$ cat src/rtl/i2cfe_pkg.sv
package i2cfe_pkg;

    typedef enum logic [1:0] {
        DET_NONE  = 2'b00,
        DET_START = 2'b01,
        DET_STOP  = 2'b10
    } det_e;

    // Number of system clocks for a delay of num/48 microseconds at mhz MHz,
    // never less than one.
    function automatic int ticks_min1(input int num, input int mhz);
        int t;
        t = (num * mhz) / 48;
        if (t < 1) begin
            t = 1;
        end
        return t;
    endfunction

endpackage

$ cat src/rtl/i2cfe_sync.sv
module i2cfe_sync #(
    parameter logic RST_VAL = 1'b1
) (
    input  logic clk,
    input  logic rst_n,
    input  logic din,
    output logic dout
);
    typedef struct packed {
        logic s1;
        logic s2;
    } sync_t;

    sync_t cur_q, nxt_d;

    always_comb begin
        nxt_d    = cur_q;
        nxt_d.s1 = din;
        nxt_d.s2 = cur_q.s1;
    end

    always_ff @(posedge clk or negedge rst_n) begin
        if (!rst_n) begin
            cur_q <= '{s1: RST_VAL, s2: RST_VAL};
        end else begin
            cur_q <= nxt_d;
        end
    end

    assign dout = cur_q.s2;

endmodule

$ cat src/rtl/i2cfe_debounce.sv
module i2cfe_debounce #(
    parameter int   LEN     = 10,
    parameter logic RST_VAL = 1'b1
) (
    input  logic clk,
    input  logic rst_n,
    input  logic din,
    output logic dout
);
    localparam int CW = (LEN < 2) ? 1 : $clog2(LEN + 1);

    typedef struct packed {
        logic          lvl;
        logic [CW-1:0] cnt;
    } deb_t;

    deb_t cur_q, nxt_d;

    always_comb begin
        nxt_d = cur_q;
        if (din == cur_q.lvl) begin
            nxt_d.cnt = '0;
        end else if (cur_q.cnt == CW'(LEN - 1)) begin
            nxt_d.lvl = din;
            nxt_d.cnt = '0;
        end else begin
            nxt_d.cnt = cur_q.cnt + CW'(1);
        end
    end

    always_ff @(posedge clk or negedge rst_n) begin
        if (!rst_n) begin
            cur_q <= '{lvl: RST_VAL, cnt: '0};
        end else begin
            cur_q <= nxt_d;
        end
    end

    assign dout = cur_q.lvl;

    AST_DEB_TAKES_INPUT: assert property (@(posedge clk) disable iff (!rst_n)
        !$stable(cur_q.lvl) |-> (cur_q.lvl == $past(din)));
    AST_DEB_FULL_COUNT: assert property (@(posedge clk) disable iff (!rst_n)
        !$stable(cur_q.lvl) |-> ($past(cur_q.cnt) == CW'(LEN - 1)));
    AST_DEB_CNT_RANGE: assert property (@(posedge clk) disable iff (!rst_n)
        cur_q.cnt < CW'(LEN));

endmodule

$ cat src/rtl/i2cfe_delay.sv
module i2cfe_delay #(
    parameter int   LEN     = 10,
    parameter logic RST_VAL = 1'b1
) (
    input  logic clk,
    input  logic rst_n,
    input  logic din,
    output logic dout
);
    logic [LEN-1:0] sr_q, sr_d;

    if (LEN == 1) begin : g_one
        always_comb sr_d = din;
    end else begin : g_many
        always_comb sr_d = {sr_q[LEN-2:0], din};
    end

    always_ff @(posedge clk or negedge rst_n) begin
        if (!rst_n) begin
            sr_q <= {LEN{RST_VAL}};
        end else begin
            sr_q <= sr_d;
        end
    end

    assign dout = sr_q[LEN-1];

endmodule

$ cat src/rtl/i2cfe_detect.sv
module i2cfe_detect
    import i2cfe_pkg::*;
(
    input  logic       clk,
    input  logic       rst_n,
    input  logic       scl,
    input  logic       sda_dly,
    output logic       start_pulse,
    output logic       stop_pulse,
    output logic [1:0] det_state
);
    typedef struct packed {
        logic sda_prev;
        logic start;
        logic stop;
        det_e st;
    } det_t;

    det_t cur_q, nxt_d;
    logic fell, rose;

    always_comb begin
        fell           = cur_q.sda_prev & ~sda_dly;
        rose           = ~cur_q.sda_prev & sda_dly;
        nxt_d          = cur_q;
        nxt_d.sda_prev = sda_dly;
        nxt_d.start    = scl & fell;
        nxt_d.stop     = scl & rose;
        if (scl & fell) begin
            nxt_d.st = DET_START;
        end else if (scl & rose) begin
            nxt_d.st = DET_STOP;
        end
    end

    always_ff @(posedge clk or negedge rst_n) begin
        if (!rst_n) begin
            cur_q <= '{sda_prev: 1'b1, start: 1'b0, stop: 1'b0, st: DET_NONE};
        end else begin
            cur_q <= nxt_d;
        end
    end

    assign start_pulse = cur_q.start;
    assign stop_pulse  = cur_q.stop;
    assign det_state   = cur_q.st;

    AST_START_NEEDS_SCL: assert property (@(posedge clk) disable iff (!rst_n)
        cur_q.start |-> ($past(scl) && !$past(sda_dly)));
    AST_STOP_NEEDS_SCL: assert property (@(posedge clk) disable iff (!rst_n)
        cur_q.stop |-> ($past(scl) && $past(sda_dly)));
    AST_START_ONE_CYCLE: assert property (@(posedge clk) disable iff (!rst_n)
        cur_q.start |=> !cur_q.start);
    AST_NO_BOTH_PULSES: assert property (@(posedge clk) disable iff (!rst_n)
        !(cur_q.start && cur_q.stop));
    AST_STATE_HOLD: assert property (@(posedge clk) disable iff (!rst_n)
        (!cur_q.start && !cur_q.stop) |-> $stable(cur_q.st));

endmodule

$ cat src/rtl/i2c_line_frontend.sv
module i2c_line_frontend
    import i2cfe_pkg::*;
#(
    parameter int CLK_MHZ     = 48,
    parameter int SDA_DLY_OVR = 0
) (
    input  logic       clk,
    input  logic       rst_n,
    input  logic       scl_in,
    input  logic       sda_in,
    output logic       scl_clean,
    output logic       sda_clean,
    output logic       scl_sample,
    output logic       start_pulse,
    output logic       stop_pulse,
    output logic [1:0] det_state
);
    localparam int DEB_TICKS     = ticks_min1(10, CLK_MHZ);
    localparam int SCL_DLY_TICKS = ticks_min1(10, CLK_MHZ);
    localparam int SDA_DLY_TICKS = (SDA_DLY_OVR > 0) ? SDA_DLY_OVR : ticks_min1(4, CLK_MHZ);
    localparam int LANES         = 2;

    logic [LANES-1:0] raw_w, sync_w, filt_w;
    logic             sda_dly_w;

    // lane 0 carries the clock line, lane 1 the data line
    assign raw_w = {sda_in, scl_in};

    for (genvar g = 0; g < LANES; g++) begin : g_lane
        i2cfe_sync #(.RST_VAL(1'b1)) u_sync (
            .clk  (clk),
            .rst_n(rst_n),
            .din  (raw_w[g]),
            .dout (sync_w[g])
        );
        i2cfe_debounce #(.LEN(DEB_TICKS), .RST_VAL(1'b1)) u_deb (
            .clk  (clk),
            .rst_n(rst_n),
            .din  (sync_w[g]),
            .dout (filt_w[g])
        );
    end

    i2cfe_delay #(.LEN(SCL_DLY_TICKS), .RST_VAL(1'b1)) u_scl_dly (
        .clk  (clk),
        .rst_n(rst_n),
        .din  (filt_w[0]),
        .dout (scl_sample)
    );

    i2cfe_delay #(.LEN(SDA_DLY_TICKS), .RST_VAL(1'b1)) u_sda_dly (
        .clk  (clk),
        .rst_n(rst_n),
        .din  (filt_w[1]),
        .dout (sda_dly_w)
    );

    i2cfe_detect u_det (
        .clk        (clk),
        .rst_n      (rst_n),
        .scl        (filt_w[0]),
        .sda_dly    (sda_dly_w),
        .start_pulse(start_pulse),
        .stop_pulse (stop_pulse),
        .det_state  (det_state)
    );

    assign scl_clean = filt_w[0];
    assign sda_clean = filt_w[1];

    AST_PULSE_MATCHES_STATE: assert property (@(posedge clk) disable iff (!rst_n)
        start_pulse |-> (det_state == DET_START));
    AST_STOP_MATCHES_STATE: assert property (@(posedge clk) disable iff (!rst_n)
        stop_pulse |-> (det_state == DET_STOP));

endmodule

$ cat config.mk
export PLATFORM = sky130hd
export DESIGN_NAME = i2c_line_frontend
export DESIGN_NICKNAME = d
export VERILOG_FILES = /design/src/rtl/i2cfe_pkg.sv /design/src/rtl/i2cfe_sync.sv /design/src/rtl/i2cfe_debounce.sv /design/src/rtl/i2cfe_delay.sv /design/src/rtl/i2cfe_detect.sv /design/src/rtl/i2c_line_frontend.sv
export SDC_FILE = /design/constraint.sdc
export NUM_CORES = 1
export LEC_CHECK = 0
export BUFFER_PORTS_ARGS = -buffer_cell sky130_fd_sc_hd__buf_2
export CAP_MARGIN = 40
export CORE_MARGIN = 2
export CORE_UTILIZATION = 41
export CTS_CLUSTER_SIZE = 25
export DETAILED_ROUTE_END_ITERATION = 10
export SLEW_MARGIN = 15
export SYNTH_ARGS = -nofsm -noshare
export SYNTH_HDL_FRONTEND = slang
export SYNTH_SLANG_ARGS = --single-unit
export TNS_END_PERCENT = 5
$ cat constraint.sdc
create_clock -name clk -period 1.6 [get_ports clk]
set_clock_uncertainty 0.05 [all_clocks]
set_input_delay 0.24 -clock clk [delete_from_list [all_inputs] [get_ports clk]]
set_output_delay 0.24 -clock clk [all_outputs]
set_load 0.005 [all_outputs]
==> results.toml <==
[timing]
tightest_slew_ps = 670.7
rsz0062_at_grt = "false"
holdWs_ps = 304.9
slew_violations = 0
setup_ws_ps = 259.7
setup_viol = 0
relSlewSlack_pct = 55.28
tns_ps = 0
period_needed_ps = 1340
min_period_over_period_pct = 83.77
final_hold_viol_count = 0
fmax_mhz = 746.1

[floorplan]
dieArea_sq_um = 3198
core_sq_um = 2686
start_util_pct = 42.15
rows = 19
die_h_um = 56.55
die_x_um = 56.55
io_pins = 11

[critical_path]
ff2ff_path_depth = 3
path_buf_inv = 1
rr_endpoint = "g_lane[0].u_deb.dout"
critPathKind = "reg2out"
path_cells = "buf_2"
worst-path-stages = 1
crit_slowest_cell = "dfstp_2"
critical_path_required_ps = 1310
start_kind = "flip-flop"
cp-endpoint = "scl_clean"
critical_path_peak_fanout = 6
cp.arrival_ps = 1050
ff2ff_setup_slack_ps = 440
slowest_delay_ps = 600
r2r_start = "g_lane[0].u_deb.cur_q[0]"
cp-startpoint = "g_lane[0].u_deb.dout"
crit_family = "flip-flops"
critPathCaptureType = "output pin"

[pwr]
p_leak_uw = 0.0006856
ir_worst_vdd_mv = 0.6055
powerDensity_nw_per_um2 = 1217
power_uw = 1589

[placement]
dpl_cell_area_sq_um = 1206
portBuffers = 10
post-place-ws_ps = 447.8
place_congestion = 0.7091

[global_routing]
grt-busiest-layer = "met2"
grt_pass1_wl_um = 2470
grt_use_met2_pct = 15.61
grt_pass1_vias = 567
track_usage_pct = 11.03
grt_max_degree = 34
use_met1_pct = 12.71
grt_use_met3_pct = 5.530
antenna_found_initial = 0
grt_overflow = 0

[logic_synthesis]
ys_ff_latch = 33
yosysSeqAreaShare_pct = 75.25
syn_area_sq_um = 1132
netlist_instances = 71
postSynthAreaPerCell_sq_um = 15.95
synthDistinctLibCells = 13
syn-num-nets = 79
synth_warnings = 0

[cts]
path_clk_slew_ps = 90
htree_levels = 2
clkLatencyLatePin_ps = 320
cts_tree = "done"
cts-root-buf = "clkbuf_4"
postCtsSetupRepairBufs = 0
cts_buffer_depth = 2
clock-sinks = 33
cts_buffers = 5
cts_resized = 0

[routing]
wire_per_inst_um = 11.11
wl_um = 1344
vias_per_cell = 4.264
firstDrtPassIters = 2
drc = 0
drt_iter0_drc = 8
num_vias = 516
ant_nets = 0

[cells_and_area]
nNetsFinal = 97
drive_above_1_share_pct = 47.78
n_antenna_cell = 0
multiInputGateArea_sq_um = 250.2
final_cell_mix = "21 x dfstp_2, 12 x dfrtp_1, 10 x buf_2"
final_cell_area_sq_um = 1306
fillers = 235
seq_area_sq_um = 852.1
syn2layout_area_growth_pct = 15.36
final_common_cell = "dfstp_2"

[min_path]
hold_class = "reg2reg"

[outcome]
status = "finished, final reports clean"

[run]
maxCapViolations = 0
-- report_power, final --
part,total [uW],switching [uW],internal [uW]
combinational,117,58.4,58.2
sequential,966,44.2,922
clock,507,252,254
total,1590,355,1230
-- synth_stat cells --
cell type	n	area (sq um)
inv_1	4	15.01
nand3b_1	2	15.01
dfstp_2	21	551.8
nor2_1	8	30.03
nand3_1	2	10.01
xnor2_1	2	17.52
ha_1	4	50.05
dfrtp_1	12	300.3
xor2_1	4	35.03
nand3b_4	2	40.04
mux2_4	2	30.03
nand2_1	6	22.52
buf_4	2	15.01
-- how the worst min path moves through the flow --
stage	startpoint	to	slack (ps)	depth (start not counted)
4_1_cts	u_scl_dly.sr_q[1]	u_scl_dly.sr_q[2]	310	0
2_1_floorplan	rst_n	g_lane[0].u_deb.cur_q[0]	-110	0
3_3_place_gp	rst_n	u_det.det_state[1]	260	1
3_5_place_dp	rst_n	u_det.det_state[0]	270	1
5_1_grt	u_sda_dly.sr_q[2]	u_sda_dly.sr_q[3]	310	0
6_report	u_scl_dly.sr_q[1]	u_scl_dly.sr_q[2]	300	0
-- routing by layer --
| layer | vias to the layer above | routed length (um) |
|---|---|---|
| li1 | 252 | - |
| met1 | 244 | 648 |
| met2 | 15 | 577 |
| met3 | 5 | 91 |
| met4 | 0 | 27 |
| met5 | - | 0 |
-- sequential cells by signal, indices dropped and copies added (netlist names) --
| register | cells |
|---|---|
| u_scl_dly.sr_q | 10 |
| g_lane.u_deb.cur_q | 8 |
| u_sda_dly.sr_q | 4 |
| g_lane.u_deb.dout | 2 |
| g_lane.u_sync.cur_q | 2 |
| g_lane.u_sync.dout | 2 |
| u_det.det_state | 2 |
| u_det.cur_q | 1 |
| u_det.start_pulse | 1 |
| u_det.stop_pulse | 1 |
-- final cells by class --
class / count / area share [%]
repair buffers: 13 / 6.130
clock buffers: 7 / 4.981
flip-flops and latches: 33 / 65.23
well taps: 31 / 2.969
multi-input cells: 32 / 19.16
clock inverters: 1 / 0.3831
inverters: 4 / 1.149
-- kinds of logic after synthesis --
family	synth area share [%]
flip-flops	75.25
AND/OR/NAND/NOR	10.39
XOR/XNOR	4.641
adder cells (fa/ha/maj)	4.420
buffers and inverters	2.651
multiplexers	2.652
-- stage by stage --
step / util, % / std cells
floorplan: - / 71
global placement: 44.90 / 110
detailed placement: 44.90 / 110
CTS: 48.63 / 121
global route: 48.63 / 121
finish: 48.63 / 121
-- what timing repair did --
action	CTS	global route
endpoints found under the hold margin	14	0
hold buffers	3	0
setup endpoints to repair	0	0
No activity file was read; power rests on OpenSTA's default activity.
